### config.mk
export PLATFORM = sky130hd
export DESIGN_NAME = bkp_domain_seq
export DESIGN_NICKNAME = d
export VERILOG_FILES = /design/src/rtl/bkp_seq_pkg.sv /design/src/rtl/bkp_rtc_seq.sv /design/src/rtl/bkp_sram_sw.sv /design/src/rtl/bkp_lcd_sel.sv /design/src/rtl/bkp_domain_seq.sv
export SDC_FILE = /design/constraint.sdc
export NUM_CORES = 1
export LEC_CHECK = 0
export BUFFER_PORTS_ARGS = -buffer_cell sky130_fd_sc_hd__buf_2
export CORE_AREA = 2 2 47 49
export CTS_CLUSTER_DIAMETER = 100
export CTS_CLUSTER_SIZE = 16
export DETAILED_ROUTE_END_ITERATION = 6
export DIE_AREA = 0 0 49 51
export GPL_TIMING_DRIVEN = 0
export PLACE_DENSITY_LB_ADDON = 0.05
export SLEW_MARGIN = 25
export SYNTH_ARGS = -nofsm -noshare
export SYNTH_HDL_FRONTEND = slang
export SYNTH_SLANG_ARGS = --single-unit
### constraint.sdc
create_clock -name clk -period 1.5 [get_ports clk]
set_input_delay 0.375 -clock clk [delete_from_list [all_inputs] [get_ports clk]]
set_output_delay 0.375 -clock clk [all_outputs]
set_load 0.05 [all_outputs]
### src/rtl/bkp_seq_pkg.sv
package bkp_seq_pkg;

   typedef enum logic [1:0] {
      RTC_IDLE = 2'd0,
      RTC_SYNC = 2'd1,
      RTC_STEP = 2'd2
   } rtc_state_t;

   localparam int LCD_MODE_W = 2;
   localparam int LCD_NSRC   = 2;

endpackage

### src/rtl/bkp_rtc_seq.sv
module bkp_rtc_seq
   import bkp_seq_pkg::*;
#(
   parameter int SYNC_CYC = 2
) (
   input  logic clk,
   input  logic rst_n,
   input  logic wr_en,
   input  logic wr_on,
   input  logic err_clr,
   output logic sw_on,
   output logic dom_rst_n,
   output logic sts,
   output logic err
);
   localparam int CW = $clog2(SYNC_CYC + 1);

   generate
      if (SYNC_CYC < 1) begin : g_bad_sync
         $error("SYNC_CYC must be at least 1");
      end
   endgenerate

   rtc_state_t      st_q;
   logic [CW-1:0]   cnt_q;
   logic            en_q;
   logic            busy;

   assign busy = (st_q != RTC_IDLE);

   always_ff @(posedge clk or negedge rst_n) begin
      if (!rst_n) begin
         st_q      <= RTC_IDLE;
         cnt_q     <= '0;
         en_q      <= 1'b0;
         sw_on     <= 1'b0;
         dom_rst_n <= 1'b0;
         sts       <= 1'b0;
         err       <= 1'b0;
      end else begin
         if (err_clr) begin
            err <= 1'b0;
         end
         if (wr_en && busy) begin
            err <= 1'b1;
         end
         case (st_q)
            RTC_IDLE: begin
               if (wr_en && (wr_on != en_q)) begin
                  en_q  <= wr_on;
                  cnt_q <= CW'(SYNC_CYC - 1);
                  st_q  <= RTC_SYNC;
               end
            end
            RTC_SYNC: begin
               if (cnt_q == '0) begin
                  if (en_q) begin
                     sw_on <= 1'b1;
                  end else begin
                     dom_rst_n <= 1'b0;
                  end
                  st_q <= RTC_STEP;
               end else begin
                  cnt_q <= cnt_q - 1'b1;
               end
            end
            RTC_STEP: begin
               if (en_q) begin
                  dom_rst_n <= 1'b1;
                  sts       <= 1'b1;
               end else begin
                  sw_on <= 1'b0;
                  sts   <= 1'b0;
               end
               st_q <= RTC_IDLE;
            end
            default: st_q <= RTC_IDLE;
         endcase
      end
   end

endmodule

### src/rtl/bkp_sram_sw.sv
module bkp_sram_sw (
   input  logic clk,
   input  logic rst_n,
   input  logic wr_en,
   input  logic wr_keep,
   input  logic bkp_enter,
   input  logic bkp_exit,
   output logic sw_on
);
   logic keep_q;

   always_ff @(posedge clk or negedge rst_n) begin
      if (!rst_n) begin
         keep_q <= 1'b0;
         sw_on  <= 1'b1;
      end else begin
         if (wr_en) begin
            keep_q <= wr_keep;
         end
         if (bkp_exit) begin
            sw_on <= 1'b1;
         end else if (bkp_enter) begin
            sw_on <= keep_q;
         end
      end
   end

endmodule

### src/rtl/bkp_lcd_sel.sv
module bkp_lcd_sel #(
   parameter int MODE_W = 2,
   parameter int NSRC   = 2
) (
   input  logic              clk,
   input  logic              rst_n,
   input  logic              wr_en,
   input  logic [MODE_W-1:0] wr_mode,
   output logic [NSRC-1:0]   sel,
   output logic              dom_rst_n
);
   generate
      if (NSRC < 1 || NSRC >= (1 << MODE_W)) begin : g_bad_nsrc
         $error("NSRC must fit in the nonzero mode codes");
      end
   endgenerate

   logic [MODE_W-1:0] mode_q;
   logic [NSRC-1:0]   sel_d;

   generate
      for (genvar i = 0; i < NSRC; i++) begin : g_src
         assign sel_d[i] = (mode_q == MODE_W'(i + 1));
      end
   endgenerate

   always_ff @(posedge clk or negedge rst_n) begin
      if (!rst_n) begin
         mode_q    <= '0;
         sel       <= '0;
         dom_rst_n <= 1'b0;
      end else begin
         if (wr_en) begin
            mode_q <= wr_mode;
         end
         sel       <= sel_d;
         dom_rst_n <= (|sel) && (sel == sel_d);
      end
   end

endmodule

### src/rtl/bkp_domain_seq.sv
module bkp_domain_seq
   import bkp_seq_pkg::*;
#(
   parameter int SYNC_CYC = 2
) (
   input  logic                  clk,
   input  logic                  rst_n,
   input  logic                  wr_en,
   input  logic                  wr_rtc_on,
   input  logic                  wr_sram_keep,
   input  logic [LCD_MODE_W-1:0] wr_lcd_mode,
   input  logic                  err_clr,
   input  logic                  bkp_enter,
   input  logic                  bkp_exit,
   output logic                  rtc_sw_on,
   output logic                  rtc_dom_rst_n,
   output logic                  rtc_sts,
   output logic                  seq_err,
   output logic                  sram_sw_on,
   output logic                  lcd_sel_ext,
   output logic                  lcd_sel_pump,
   output logic                  lcd_dom_rst_n
);
   logic [LCD_NSRC-1:0] lcd_sel;

   bkp_rtc_seq #(.SYNC_CYC(SYNC_CYC)) i_rtc (
      .clk       (clk),
      .rst_n     (rst_n),
      .wr_en     (wr_en),
      .wr_on     (wr_rtc_on),
      .err_clr   (err_clr),
      .sw_on     (rtc_sw_on),
      .dom_rst_n (rtc_dom_rst_n),
      .sts       (rtc_sts),
      .err       (seq_err)
   );

   bkp_sram_sw i_sram (
      .clk       (clk),
      .rst_n     (rst_n),
      .wr_en     (wr_en),
      .wr_keep   (wr_sram_keep),
      .bkp_enter (bkp_enter),
      .bkp_exit  (bkp_exit),
      .sw_on     (sram_sw_on)
   );

   bkp_lcd_sel #(.MODE_W(LCD_MODE_W), .NSRC(LCD_NSRC)) i_lcd (
      .clk       (clk),
      .rst_n     (rst_n),
      .wr_en     (wr_en),
      .wr_mode   (wr_lcd_mode),
      .sel       (lcd_sel),
      .dom_rst_n (lcd_dom_rst_n)
   );

   assign lcd_sel_ext  = lcd_sel[0];
   assign lcd_sel_pump = lcd_sel[1];

endmodule

# Yosys cells after proc, flatten, opt, wreduce, memory -nomap -nowiden
# Index checks and enable logic that the tools add are counted.
# op_classes
addsub	1
eq_ne	13
n_mux	16
n_reduce_logical	16
# op_table
operator	count
nonzero test 2 bit	5
2-to-1 mux 1 bit	9
inequality test 2 x 1 -> 1 bit (second input constant)	4
one-hot mux 2 bit (2 select lines)	2
AND reduction 4 bit	2
2-to-1 mux 2 bit	3
inequality test 2 bit (second input constant)	3
equality test 2 x 1 -> 1 bit (second input constant)	2
equality test 2 bit (second input constant)	2
logical NOT 2 bit	2
one-hot mux 1 bit (2 select lines)	2
AND reduction 2 bit	2
logical AND 1 bit	3
AND reduction 3 bit	1
equality test 2 bit	1
OR reduction 2 bit	1
subtractor 2 x 1 -> 2 bit (second input constant)	1
inequality test 1 bit	1
# word_totals
reg_bits	16
inputBits	10
out_inout_bits	8
word_cells	58

# Depth between registers and ports, before layout
# Gate-level depths: netlist (run 1).
# depth
depth_word	4
mapped_depth	5
mapped_depth_nobuf	5

# Cells and area by module
# Synthesis (run 1) repeated with hierarchy kept, for this count alone.
# hier_totals
hier_cells	60
area_unflattened_um2	696.9
# modules_own_cells
mod	instances	cells_per_inst	area_per_inst_um2	seq_area_each_um2
bkp_rtc_seq	1	43	434.2	225.2
bkp_lcd_sel	1	12	185.2	125.1
bkp_sram_sw	1	5	77.6	51.3

# Worst setup path before layout (run 1)
# No wires, ideal clock.
# synth_path
path_kind	register to register
start	register i_rtc.st_q[1]
end	register i_rtc.en_q
setup_ps	128
arrival_time_ps	1012
required_ps	1372
path_slack_ps	361
stages_incl_launch_ff	4
path_buffers	1
synth_period_minus_slack_ps	1139
cell_sequence	dfrtp_1 -> buf_6 -> nor3b_4 -> mux2_1
# synth_via
elab_chain_len	2
# synth_rtl
element	line_no	rtl
from (decl)	bkp_rtc_seq.sv:24	rtc_state_t st_q;
from (signal assigned)	bkp_rtc_seq.sv:33	st_q <= RTC_IDLE;
from (signal assigned)	bkp_rtc_seq.sv:52	st_q <= RTC_SYNC;
from (signal assigned)	bkp_rtc_seq.sv:62	st_q <= RTC_STEP;
logical NOT 2 bit	bkp_rtc_seq.sv:47	case (st_q)
AND reduction 2 bit (no line)	-	
to (signal assigned)	bkp_rtc_seq.sv:50	en_q <= wr_on;
to (decl)	bkp_rtc_seq.sv:26	logic en_q;
# Every way passes these cells.
# A chain may end at the register's enable or synchronous reset.

# Worst setup path after layout (run 1)
# layout_path
start	register i_sram.sw_on
end	output sram_sw_on
# layout_lines
element	line_no	rtl
from (decl)	bkp_sram_sw.sv:8	output logic sw_on
from (signal assigned)	bkp_sram_sw.sv:23	sw_on <= keep_q;
to (decl)	bkp_domain_seq.sv:19	output logic sram_sw_on,
# No word-level cell between the ends.

==> impl_results.md, run 1 <==
* Run status: completed
* Sequential fraction of the synthesis area at 0.563
* Synth top area share at 0.526
* Pre-CTS setup slack at 0.261 ns
* Setup crit start: i_sram.sw_on
* Die area at 0.00250 mm2
* CP Launch Type: register
* Max Slew Vio Count at 0
* Antenna violations before repair at 0
* Final setup margin at 0.0627 ns
* FF+latch count, synth at 16
* Final hold viol count at 0
* Hold path start: err_clr
* Unrepaired setup endpoints after global routing: false
* Mapped Avg Cell Area at 12.5 um2
* First-pass GRT wire length at 2060 um
* Minimum clock period at approximately 1.4 ns
* Reg-to-Reg Start: i_rtc.st_q[1]
* Die X at 49 um
* Area grow syn2layout at 23.3%
* DPL Wire Length at 857 um
* Worst-path fanout max at 2
* Share of cells above drive strength 1 at 0.380
* Top cell family by delay on the critical path: flip-flops
* Final nets at 91
* Placed cell count at approximately 100
* GRT Util Overall at 0.112
* Post-Syn Nets at 68
* Lkg Pwr at a little over 0.4 nW
* Final Cycle Share at 0.958
* PwrDens at 1860 mW/mm2
* Clock buffer depth at 2
* I/O pins at 18
* Port bufs at 17
* Slew @ Worst Pin at 0.350 ns
* Largest net degree at the start of global routing at 17
* Commonest cells after routing, fill and taps aside: buf_2 (17), dfrtp_1 (15), nor2b_1 (6), o21ai_0 (6)
* Final setup fails at 0
* DRT Wirelength at 1170 um
* Drt wl/cell at between 10 and 15 um
* Warnings, synthesis at 0
* Library cells used by synthesis at 22
* Mapped Area at approximately 710 um2
* Crit-path max cell delay at 0.53 ns
* Peak supply drop at around 0.77 mV
* Worst path cell trace: buf_2
* Fmax at 696 MHz
* Max-Cap Viols at 0
* Final setup TNS at 0 ns
* CTS tree: built
* Hold/Removal Path Class: input port to register
* H-tree levels at 1
* Slowest CP cell: dfstp_2
* Iteration-0 DRC Markers at 3
* Relative slew slack at 0.767
* Area leader, netlist: dfrtp_1
* Worst-Skew Late Latency at 0.28 ns
* Total iterations of the first detailed-routing run at 3
* TritonCTS Sinks at 16
* Die height at slightly above 50 um
* Data required, critical path at 1.12 ns
* Gate Count Post-Synth at 57
* Commonest non-fill, non-tap cell in the layout: buf_2
* Setup Skew at about 0.0034 ns
* Buf/Inv on CP at 1
* Top cells by area, synth: dfrtp_1 (53%), nor2b_1 (5.3%), nor3b_4 (5.3%)
* Data arrival, critical path at 1.06 ns
* Post-cts resize count at 0
* RD Place Congestion at 0.720
* CORE AREA at between 0.002 and 0.0025 mm2
* Gr ovfl total at 0
* Via Count at around 470
* Root buf cell: clkbuf_4
* Inserted Clock Buffers at 3
* Row cnt at 17
* Critical path class: register to primary output
* DRC violations left at 0
* ANT nets after route at 0
* Vias in the first global route at 471
* Ant diodes at 0
* Final Hold Slack at roughly 0.27 ns
* Crit path capture type: primary output
* CTS clk-pin slew, worst paths at 0.09 ns
* Non-filler cells, final at around 110
* Initial core utilization at 0.346
* Mean number of vias per cell at about 4.4
cells by family after synthesis:
logic type / count (synthesis) / share of synthesized area
AOI/OAI and AO/OA: 14 / 0.130
xor gates and xnor gates: 1 / 0.0123
adders and majority gates: 1 / 0.0175
buffers and inverters: 5 / 0.0474
DFF: 16 / 0.563
muxes: 4 / 0.0632
and+or+nand+nor: 16 / 0.167
through the flow:
| step | utilization | area (um2) | power, mW |
|---|---|---|---|
| floorplan | - | 713 | 1.22 |
| global placement | 0.404 | 833 | 1.37 |
| detailed placement | 0.404 | 833 | 1.37 |
| CTS | 0.426 | 880 | 1.67 |
| global route | 0.426 | 880 | 1.77 |
| finish | 0.426 | 880 | 1.64 |
layout make-up:
class                      instances  area (um2)
inverter                           3        11.3
clock buffer                       4        36.3
sequential                        16         402
fill                             213        1180
tap                               28        35.0
buffer                             2        22.5
timing repair buffer              18        95.1
multi-input combinational         36         278
flip-flops by register name (all words and copies together) (netlist names):
register	count
i_lcd.sel	2
i_rtc.sts	1
i_rtc.err	1
i_rtc.cnt_q	2
i_rtc.sw_on	1
i_lcd.dom_rst_n	1
i_sram.keep_q	1
i_rtc.dom_rst_n	1
i_lcd.mode_q	2
i_rtc.st_q	2
i_rtc.en_q	1
i_sram.sw_on	1
what timing repair did:
action                                 4_1_cts  5_1_grt
endpoints found under the hold margin       15        0
buffers inserted                             0        0
hold buffers                                 1        0
Yosys cell counts:
cell / n
a22o_1: 2
buf_6: 2
nor3b_4: 2
nor2_1: 1
a31oi_1: 1
nor2b_1: 6
a21oi_1: 2
ha_1: 1
nand2_1: 2
mux2_1: 1
inv_1: 3
nand3b_1: 1
xor2_1: 1
mux2_2: 3
dfstp_2: 1
o31ai_2: 1
a211oi_1: 1
a211o_1: 1
dfrtp_1: 15
nand2b_1: 3
and2_1: 1
o21ai_0: 6
path summary, 6_finish.rpt:
| check | slack [ns] | end | cells past startpoint |
|---|---|---|---|
| worst min-delay path | 0.27 | i_rtc.err | 2 |
| worst max register to register | 0.31 | i_rtc.en_q | 3 |
| min in group asynchronous | 0.52 | i_sram.keep_q | 2 |
| max in group asynchronous | 0.68 | i_sram.sw_on | 2 |
| worst min register to register | 0.47 | i_lcd.sel[0] | 1 |
| worst max-delay path | 0.06 | sram_sw_on | 1 |
layer usage:
metal  global-route usage  share of wire  wire, um  vias to the layer above
li1                     -              -         -                      240
met5                    0              0         0                        -
met4               0.0524          0.012        14                        0
met1                0.139           0.49       566                      217
met2                0.171           0.47       543                       10
met3               0.0439          0.036        42                        2
power breakdown:
group	total [mW]	internal (mW)	leakage, nW	switching [mW]
Combinational	0.727	0.278	0.196	0.450
Clock	0.274	0.148	0.0210	0.127
Sequential	0.635	0.556	0.192	0.0790
Total	1.64	0.982	0.410	0.656
Power figures use the tool's default switching activity.
==> run 2, diff against run 1 <==
--- a/config.mk
+++ b/config.mk
@@ -6,11 +6,11 @@
 export NUM_CORES = 1
 export LEC_CHECK = 0
 export BUFFER_PORTS_ARGS = -buffer_cell sky130_fd_sc_hd__buf_2
-export CORE_AREA = 2 2 47 49
+export CORE_AREA = 2 2 42 44
 export CTS_CLUSTER_DIAMETER = 100
 export CTS_CLUSTER_SIZE = 16
 export DETAILED_ROUTE_END_ITERATION = 6
-export DIE_AREA = 0 0 49 51
+export DIE_AREA = 0 0 44 46
 export GPL_TIMING_DRIVEN = 0
 export PLACE_DENSITY_LB_ADDON = 0.05
 export SLEW_MARGIN = 25
==> run 2 against run 1 <==
Effect of this change:
- count of clock-buffer cells in the layout unchanged
- hold slack improved by 0.00075 ns
- non-clock buffer count unchanged
- setup slack got worse by 0.0074 ns
- critical path depth unchanged
- wire length increased by 0.34%
- clock skew increased by 0.0025 ns
- sequential share of layout area increased by 0.73 points
- critical path type unchanged
- largest power group unchanged
==> impl_results.md, run 2 (synthesis results as in run 1) <==
* Via Count at 471 (was 469)
* Commonest non-fill, non-tap cell in the layout: buf_2 (unchanged)
* DRT Wirelength at 1170 um (about the same)
* Inserted Clock Buffers at 3 (unchanged)
* Row cnt at 15 (was 17)
* Worst path cell trace: buf_2 (unchanged)
* Sw frac at 0.403 (was 0.400)
* Buf/Inv on CP at 1 (unchanged)
* Commonest cells after routing, fill and taps aside: buf_2 (17), dfrtp_1 (15), nor2b_1 (6), o21ai_0 (6) (unchanged)
* Gr ovfl total at 0 (unchanged)
* Final setup TNS at 0 ns (unchanged)
* Lkg Pwr at 0.410 nW (unchanged)
* RD Place Congestion at 0.717 (was 0.720)
* I/O pins at 18 (unchanged)
* Crit path capture type: primary output (unchanged)
* Crit-path max cell delay at 0.53 ns (about the same)
* Power share of the sequential group at 0.386 (was 0.388)
* Ant diodes at 0 (unchanged)
* Relative slew slack at 0.760 (was 0.767)
* Final nets at 91 (unchanged)
* Total iterations of the first detailed-routing run at 2 (was 3)
* Iteration-0 DRC Markers at 1 (was 3)
* Share of cells above drive strength 1 at 0.380 (unchanged)
* PwrDens at 1900 mW/mm2 (was 1860 mW/mm2)
* Clock network power share at 0.173 (was 0.168)
* Die area at 0.00202 mm2 (was 0.00250 mm2)
* GRT Util Overall at 0.142 (was 0.112)
* ANT nets after route at 0 (unchanged)
* Drt wl/cell at 12.2 um (was 10.9 um)
* Die height at 46 um (was 51 um)
* Combinational share of power at 0.440 (was 0.444)
* Reg area at 402 um2 (unchanged)
* CORE AREA at 0.00161 mm2 (was 0.00206 mm2)
* DRC violations left at 0 (unchanged)
* Max-Cap Viols at 0 (unchanged)
* Peak supply drop at 0.812 mV (was 0.774 mV)
* Final setup fails at 0 (unchanged)
* Run status: completed (unchanged)
* Max Slew Vio Count at 0 (unchanged)
* Root buf cell: clkbuf_4 (unchanged)
* Minimum clock period at 1.44 ns (about the same)
* Hold/Removal Path Class: input port to register (unchanged)
* Mean number of vias per cell at 4.91 (was 4.38)
* Slew @ Worst Pin at 0.360 ns (was 0.350 ns)
* DPL Wire Length at 843 um (was 857 um)
* Antenna violations before repair at 0 (unchanged)
* Port bufs at 17 (unchanged)
* Critical path class: register to primary output (unchanged)
* Die X at 44 um (was 49 um)
* Worst-Skew Late Latency at 0.29 ns (was 0.28 ns)
* Initial core utilization at 0.442 (was 0.346)
* TritonCTS Sinks at 16 (unchanged)
* Unrepaired setup endpoints after global routing: false (unchanged)
* Top cell family by delay on the critical path: flip-flops (unchanged)
* Fmax at 692 MHz (was 696 MHz)
* Worst-path fanout max at 2 (unchanged)
* Area grow syn2layout at 21.4% (was 23.3%)
* Final Cycle Share at 0.963 (was 0.958)
* Int Pwr at 982 uW (about the same)
* Area of the multi-input gates at 278 um2 (unchanged)
* CP Launch Type: register (unchanged)
* Psw at 664 uW (was 656 uW)
* End-of-flow core utilization at 0.536 (was 0.426)
* Data arrival, critical path at 1.07 ns (was 1.06 ns)
* CTS tree: built (unchanged)
* Setup bufs post-CTS at 0 (unchanged)
* Data required, critical path at 1.12 ns (about the same)
* Clock buffer depth at 2 (unchanged)
* Total power draw at 1.65 mW (was 1.64 mW)
* First-pass GRT wire length at 2010 um (was 2060 um)
* Vias in the first global route at 462 (was 471)
* Setup Skew at 0.00585 ns (was 0.00339 ns)
* Slowest CP cell: dfstp_2 (unchanged)
* CTS clk-pin slew, worst paths at 0.10 ns (was 0.09 ns)
* Largest net degree at the start of global routing at 17 (unchanged)
* Final hold viol count at 0 (unchanged)
* Fillers at 156 (was 213)
* H-tree levels at 1 (unchanged)
run 2: final cells by class:
class | count | area share
plain buffers | 2 | 0.0260
clock buffers | 4 | 0.0419
inverters | 3 | 0.0130
multi-input cells | 36 | 0.321
flip-flops and latches | 16 | 0.464
well taps | 17 | 0.0246
repair buffers | 18 | 0.110
run 2: final timing paths:
check	slack, ns	startpoint	depth (start not counted)	endpoint
min	0.27	err_clr	2	i_rtc.err
max in group asynchronous	0.68	rst_n	2	i_sram.sw_on
min in group asynchronous	0.52	rst_n	2	i_rtc.sts
min reg2reg	0.45	i_lcd.mode_q[0]	1	i_lcd.sel[1]
max	0.06	i_sram.sw_on	1	sram_sw_on
max reg2reg	0.29	i_rtc.cnt_q[0]	5	i_rtc.cnt_q[0]
run 2: metrics by stage:
step                      worst slack (ns)  cell area, um2  hold WS [ns]  instances
final                               0.0553             866         0.269         96
after global placement               0.277             820         0.309         91
after CTS                           0.0353             866         0.254         96
after detailed placement             0.271             820         0.310         91
after floorplan                      0.361             713        0.0794         57
after global routing                0.0197             866         0.269         96
run 2: power by group through the flow:
| stage | Combinational, mW | Sequential (mW) | Clock, mW |
|---|---|---|---|
| finish | 0.725 | 0.636 | 0.285 |
| global route | 0.798 | 0.653 | 0.316 |
| CTS | 0.736 | 0.639 | 0.301 |
| detailed placement | 0.728 | 0.647 | 0 |
| global placement | 0.719 | 0.641 | 0 |
| floorplan | 0.391 | 0.828 | 0 |
run 2: what timing repair did:
item | 4_1_cts | 5_1_grt
hold endpoints to repair | 15 | 0
gates resized for setup | 0 | 0
hold buffers | 1 | 0
run 2: layer usage:
metal	GRT usage	up-vias	share of wire
met5	0	-	0
met1	0.194	223	0.49
met2	0.209	7	0.48
met4	0.0909	0	0.0051
li1	-	239	-
met3	0.0238	2	0.026
==> run 3, diff against run 2 <==
--- a/config.mk
+++ b/config.mk
@@ -5,7 +5,9 @@
 export SDC_FILE = /design/constraint.sdc
 export NUM_CORES = 1
 export LEC_CHECK = 0
+export ABC_AREA = 1
 export BUFFER_PORTS_ARGS = -buffer_cell sky130_fd_sc_hd__buf_2
+export CAP_MARGIN = 20
 export CORE_AREA = 2 2 42 44
 export CTS_CLUSTER_DIAMETER = 100
 export CTS_CLUSTER_SIZE = 16
==> constraint.sdc (replaced) <==
create_clock -name clk -period 1.6 [get_ports clk]
set_input_delay 0.4 -clock clk [delete_from_list [all_inputs] [get_ports clk]]
set_output_delay 0.4 -clock clk [all_outputs]
set_load 0.05 [all_outputs]
==> run 3 against run 2 <==
Effect of this change:
- wire length down 3.8%
- die area unchanged
- synthesized area up 1.4%
- final cell count up 20%
- power down 3.5%
- global-route usage down 1.5 points
- count of clock-buffer cells in the layout unchanged
- setup slack better by 0.079 ns
- clock skew down 0.00092 ns
- largest cell class unchanged
- largest power group unchanged
==> impl_results.md, run 3 <==
* Die X at 44 um (unchanged)
* CTS tree: built (unchanged)
* CTS clk-pin slew, worst paths at 0.09 ns (was 0.10 ns)
* Synth cell count leaders: nand2_1 (20), dfrtp_1 (15), inv_1 (11) (was dfrtp_1 (15), nor2b_1 (6), o21ai_0 (6))
* DR WL met3 at 46 um (was 31 um)
* Share of cells above drive strength 1 at 0.367 (was 0.380)
* Die height at 46 um (unchanged)
* Via Count at 538 (was 471)
* Final nets at 110 (was 91)
* Inserted Clock Buffers at 3 (unchanged)
* Mapped Avg Cell Area at 9.39 um2 (was 12.5 um2)
* Ys async rst share at 1.00 (unchanged)
* Clock buffer depth at 2 (unchanged)
* Cts hold-fix bufs at 0 (was 1)
* Data arrival, critical path at 1.07 ns (about the same)
* Largest net degree at the start of global routing at 17 (unchanged)
* Slowest CP cell: dfstp_2 (unchanged)
* DPL Wire Length at 892 um (was 843 um)
* ANT nets after route at 0 (unchanged)
* Iteration-0 DRC Markers at 2 (was 1)
* EDFF count, synth at 0 (unchanged)
* Top cells by area, synth: dfrtp_1 (52%), nand2_1 (10%), inv_1 (5.7%) (was dfrtp_1 (53%), nor2b_1 (5.3%), nor3b_4 (5.3%))
* Final setup margin at 0.134 ns (was 0.0553 ns)
* Most used flip-flop cell after synthesis: dfrtp_1 (unchanged)
* Area leader, netlist: dfrtp_1 (unchanged)
* Max Slew Vio Count at 0 (unchanged)
* Fmax at 682 MHz
* Initial core utilization at 0.448 (was 0.442)
* Vias in the first global route at 456 (was 462)
* Warnings, synthesis at 0 (unchanged)
* Synth top area share at 0.519 (was 0.526)
* PwrDens at 1830 mW/mm2 (was 1900 mW/mm2)
* Peak supply drop at 0.643 mV (was 0.812 mV)
* FF+latch count, synth at 16 (unchanged)
* Most common cell in the netlist: nand2_1 (was dfrtp_1)
* Mean number of vias per cell at 4.68 (was 4.91)
* Run status: completed (unchanged)
* Post-cts resize count at 0 (unchanged)
* TritonCTS Sinks at 16 (unchanged)
* Pre-CTS setup slack at 0.447 ns (was 0.271 ns)
* Library cells used by synthesis at 19 (was 22)
* GRT Util Overall at 0.127 (was 0.142)
* Commonest cells after routing, fill and taps aside: nand2_1 (20), buf_2 (17), dfrtp_1 (15), inv_1 (11) (was buf_2 (17), dfrtp_1 (15), nor2b_1 (6), o21ai_0 (6))
* Reg-to-Reg Start: i_rtc.cnt_q[0] (unchanged)
* Stages on the worst setup path at 1 (unchanged)
* Reg2reg end: i_rtc.sw_on (was i_rtc.cnt_q[0])
* Worst-path fanout max at 2 (unchanged)
* DRT Wirelength at 1130 um (was 1170 um)
* DRC violations left at 0 (unchanged)
* Setup Skew at 0.00494 ns (was 0.00585 ns)
* Die area at 0.00202 mm2 (unchanged)
* Root buf cell: clkbuf_4 (unchanged)
* Total power draw at 1.59 mW (was 1.65 mW)
* Crit path capture type: primary output (unchanged)
* Buf/Inv on CP at 1 (unchanged)
* First-pass GRT wire length at 1860 um (was 2010 um)
* Total iterations of the first detailed-routing run at 3 (was 2)
* Area grow syn2layout at 19.7% (was 21.4%)
* Reg2reg setup slack at 0.49 ns (was 0.29 ns)
* RD Place Congestion at 0.794 (was 0.717)
* Worst path cell trace: buf_2 (unchanged)
* Top cell family by delay on the critical path: flip-flops (unchanged)
* Port bufs at 17 (unchanged)
* Lkg Pwr at 0.501 nW (was 0.410 nW)
* Gr ovfl total at 0 (unchanged)
* Setup bufs post-CTS at 0 (unchanged)
* Final hold viol count at 0 (unchanged)
* CORE AREA at 0.00161 mm2 (unchanged)
* Drt wl/cell at 9.80 um (was 12.2 um)
* Routed metal-1 wirelength at 524 um (was 569 um)
* Sequential fraction of the synthesis area at 0.555 (was 0.563)
* Post-Syn Nets at 88 (was 68)
* Worst reg2reg path depth at 6 (was 5)
* Final Hold Slack at 0.0142 ns (was 0.269 ns)
* Slew @ Worst Pin at 0.360 ns (about the same)
* Reg area at 402 um2 (unchanged)
* Mapped Area at 723 um2 (was 713 um2)
* Critical path class: register to primary output (unchanged)
* Top routing layer in use: met4 (unchanged)
* Row cnt at 15 (unchanged)
* Hold/Removal Path Class: input port to asynchronous set/reset pin (was input port to register)
* Area of the multi-input gates at 265 um2 (was 278 um2)
* Worst setup endpoint: sram_sw_on (unchanged)
* CP Launch Type: register (unchanged)
* Worst-Skew Late Latency at 0.28 ns (was 0.29 ns)
* Max-Cap Viols at 0 (unchanged)
* Setup crit start: i_sram.sw_on (unchanged)
* Fillers at 165 (was 156)
* DR WL met2 at 548 um (was 564 um)
* Crit-path max cell delay at 0.54 ns (was 0.53 ns)
* Relative slew slack at 0.760 (about the same)
* Ant diodes at 0 (unchanged)
* Unrepaired setup endpoints after global routing: false (unchanged)
* Final setup fails at 0 (unchanged)
* Minimum clock period at 1.47 ns
* Final setup TNS at 0 ns (unchanged)
* Final Cycle Share at 0.916
* Placed cell count at 111 (was 91)
* Commonest non-fill, non-tap cell in the layout: nand2_1 (was buf_2)
* Non-filler cells, final at 115 (was 96)
* Gate Count Post-Synth at 77 (was 57)
* H-tree levels at 1 (unchanged)
* Data required, critical path at 1.20 ns (was 1.12 ns)
* Antenna violations before repair at 0 (unchanged)
* I/O pins at 18 (unchanged)
[run 3: layout make-up]
cell class	instances	area share
clock buffers	4	0.0419
inverters	15	0.0650
multi-input cells	46	0.306
flip-flops and latches	16	0.464
well taps	17	0.0246
repair buffers	17	0.0983
[run 3: power by group]
part | leakage, nW | total (mW) | internal (mW) | switching (mW)
registers | 0.200 | 0.619 | 0.524 | 0.0953
clock network | 0.0210 | 0.260 | 0.138 | 0.122
logic | 0.280 | 0.708 | 0.211 | 0.498
[run 3: kinds of logic (layout without fill, tap and decap cells)]
kind of cell	after synthesis	in the layout	share of synthesized area
AO/OA/AOI/OAI	10	10	0.0813
adder cells (fa/ha/maj)	1	1	0.0173
buffers and inverters	15	36	0.0778
flip-flops	16	16	0.555
AND/OR/NAND/NOR	35	35	0.268
[run 3: routing by layer]
metal  up-vias  track usage
met3         2       0.0238
met2        10        0.203
li1        283            -
met4         0       0.0727
met1       243        0.162
met5         -            0
[run 3: per-stage QoR]
step / util / instance area [um2]
6_report: 0.536 / 866
4_1_cts: 0.536 / 866
3_3_place_gp: 0.514 / 830
3_5_place_dp: 0.514 / 830
5_1_grt: 0.536 / 866
2_1_floorplan: - / 723
[run 3: worst min-delay path by stage]
stage,from,endpoint,cells past startpoint
after floorplan,rst_n,i_lcd.dom_rst_n,0
after global placement,rst_n,i_rtc.cnt_q[0],1
after detailed placement,rst_n,i_rtc.cnt_q[0],1
after CTS,rst_n,i_rtc.cnt_q[1],1
after global routing,rst_n,i_lcd.mode_q[0],1
final,rst_n,i_rtc.cnt_q[1],1
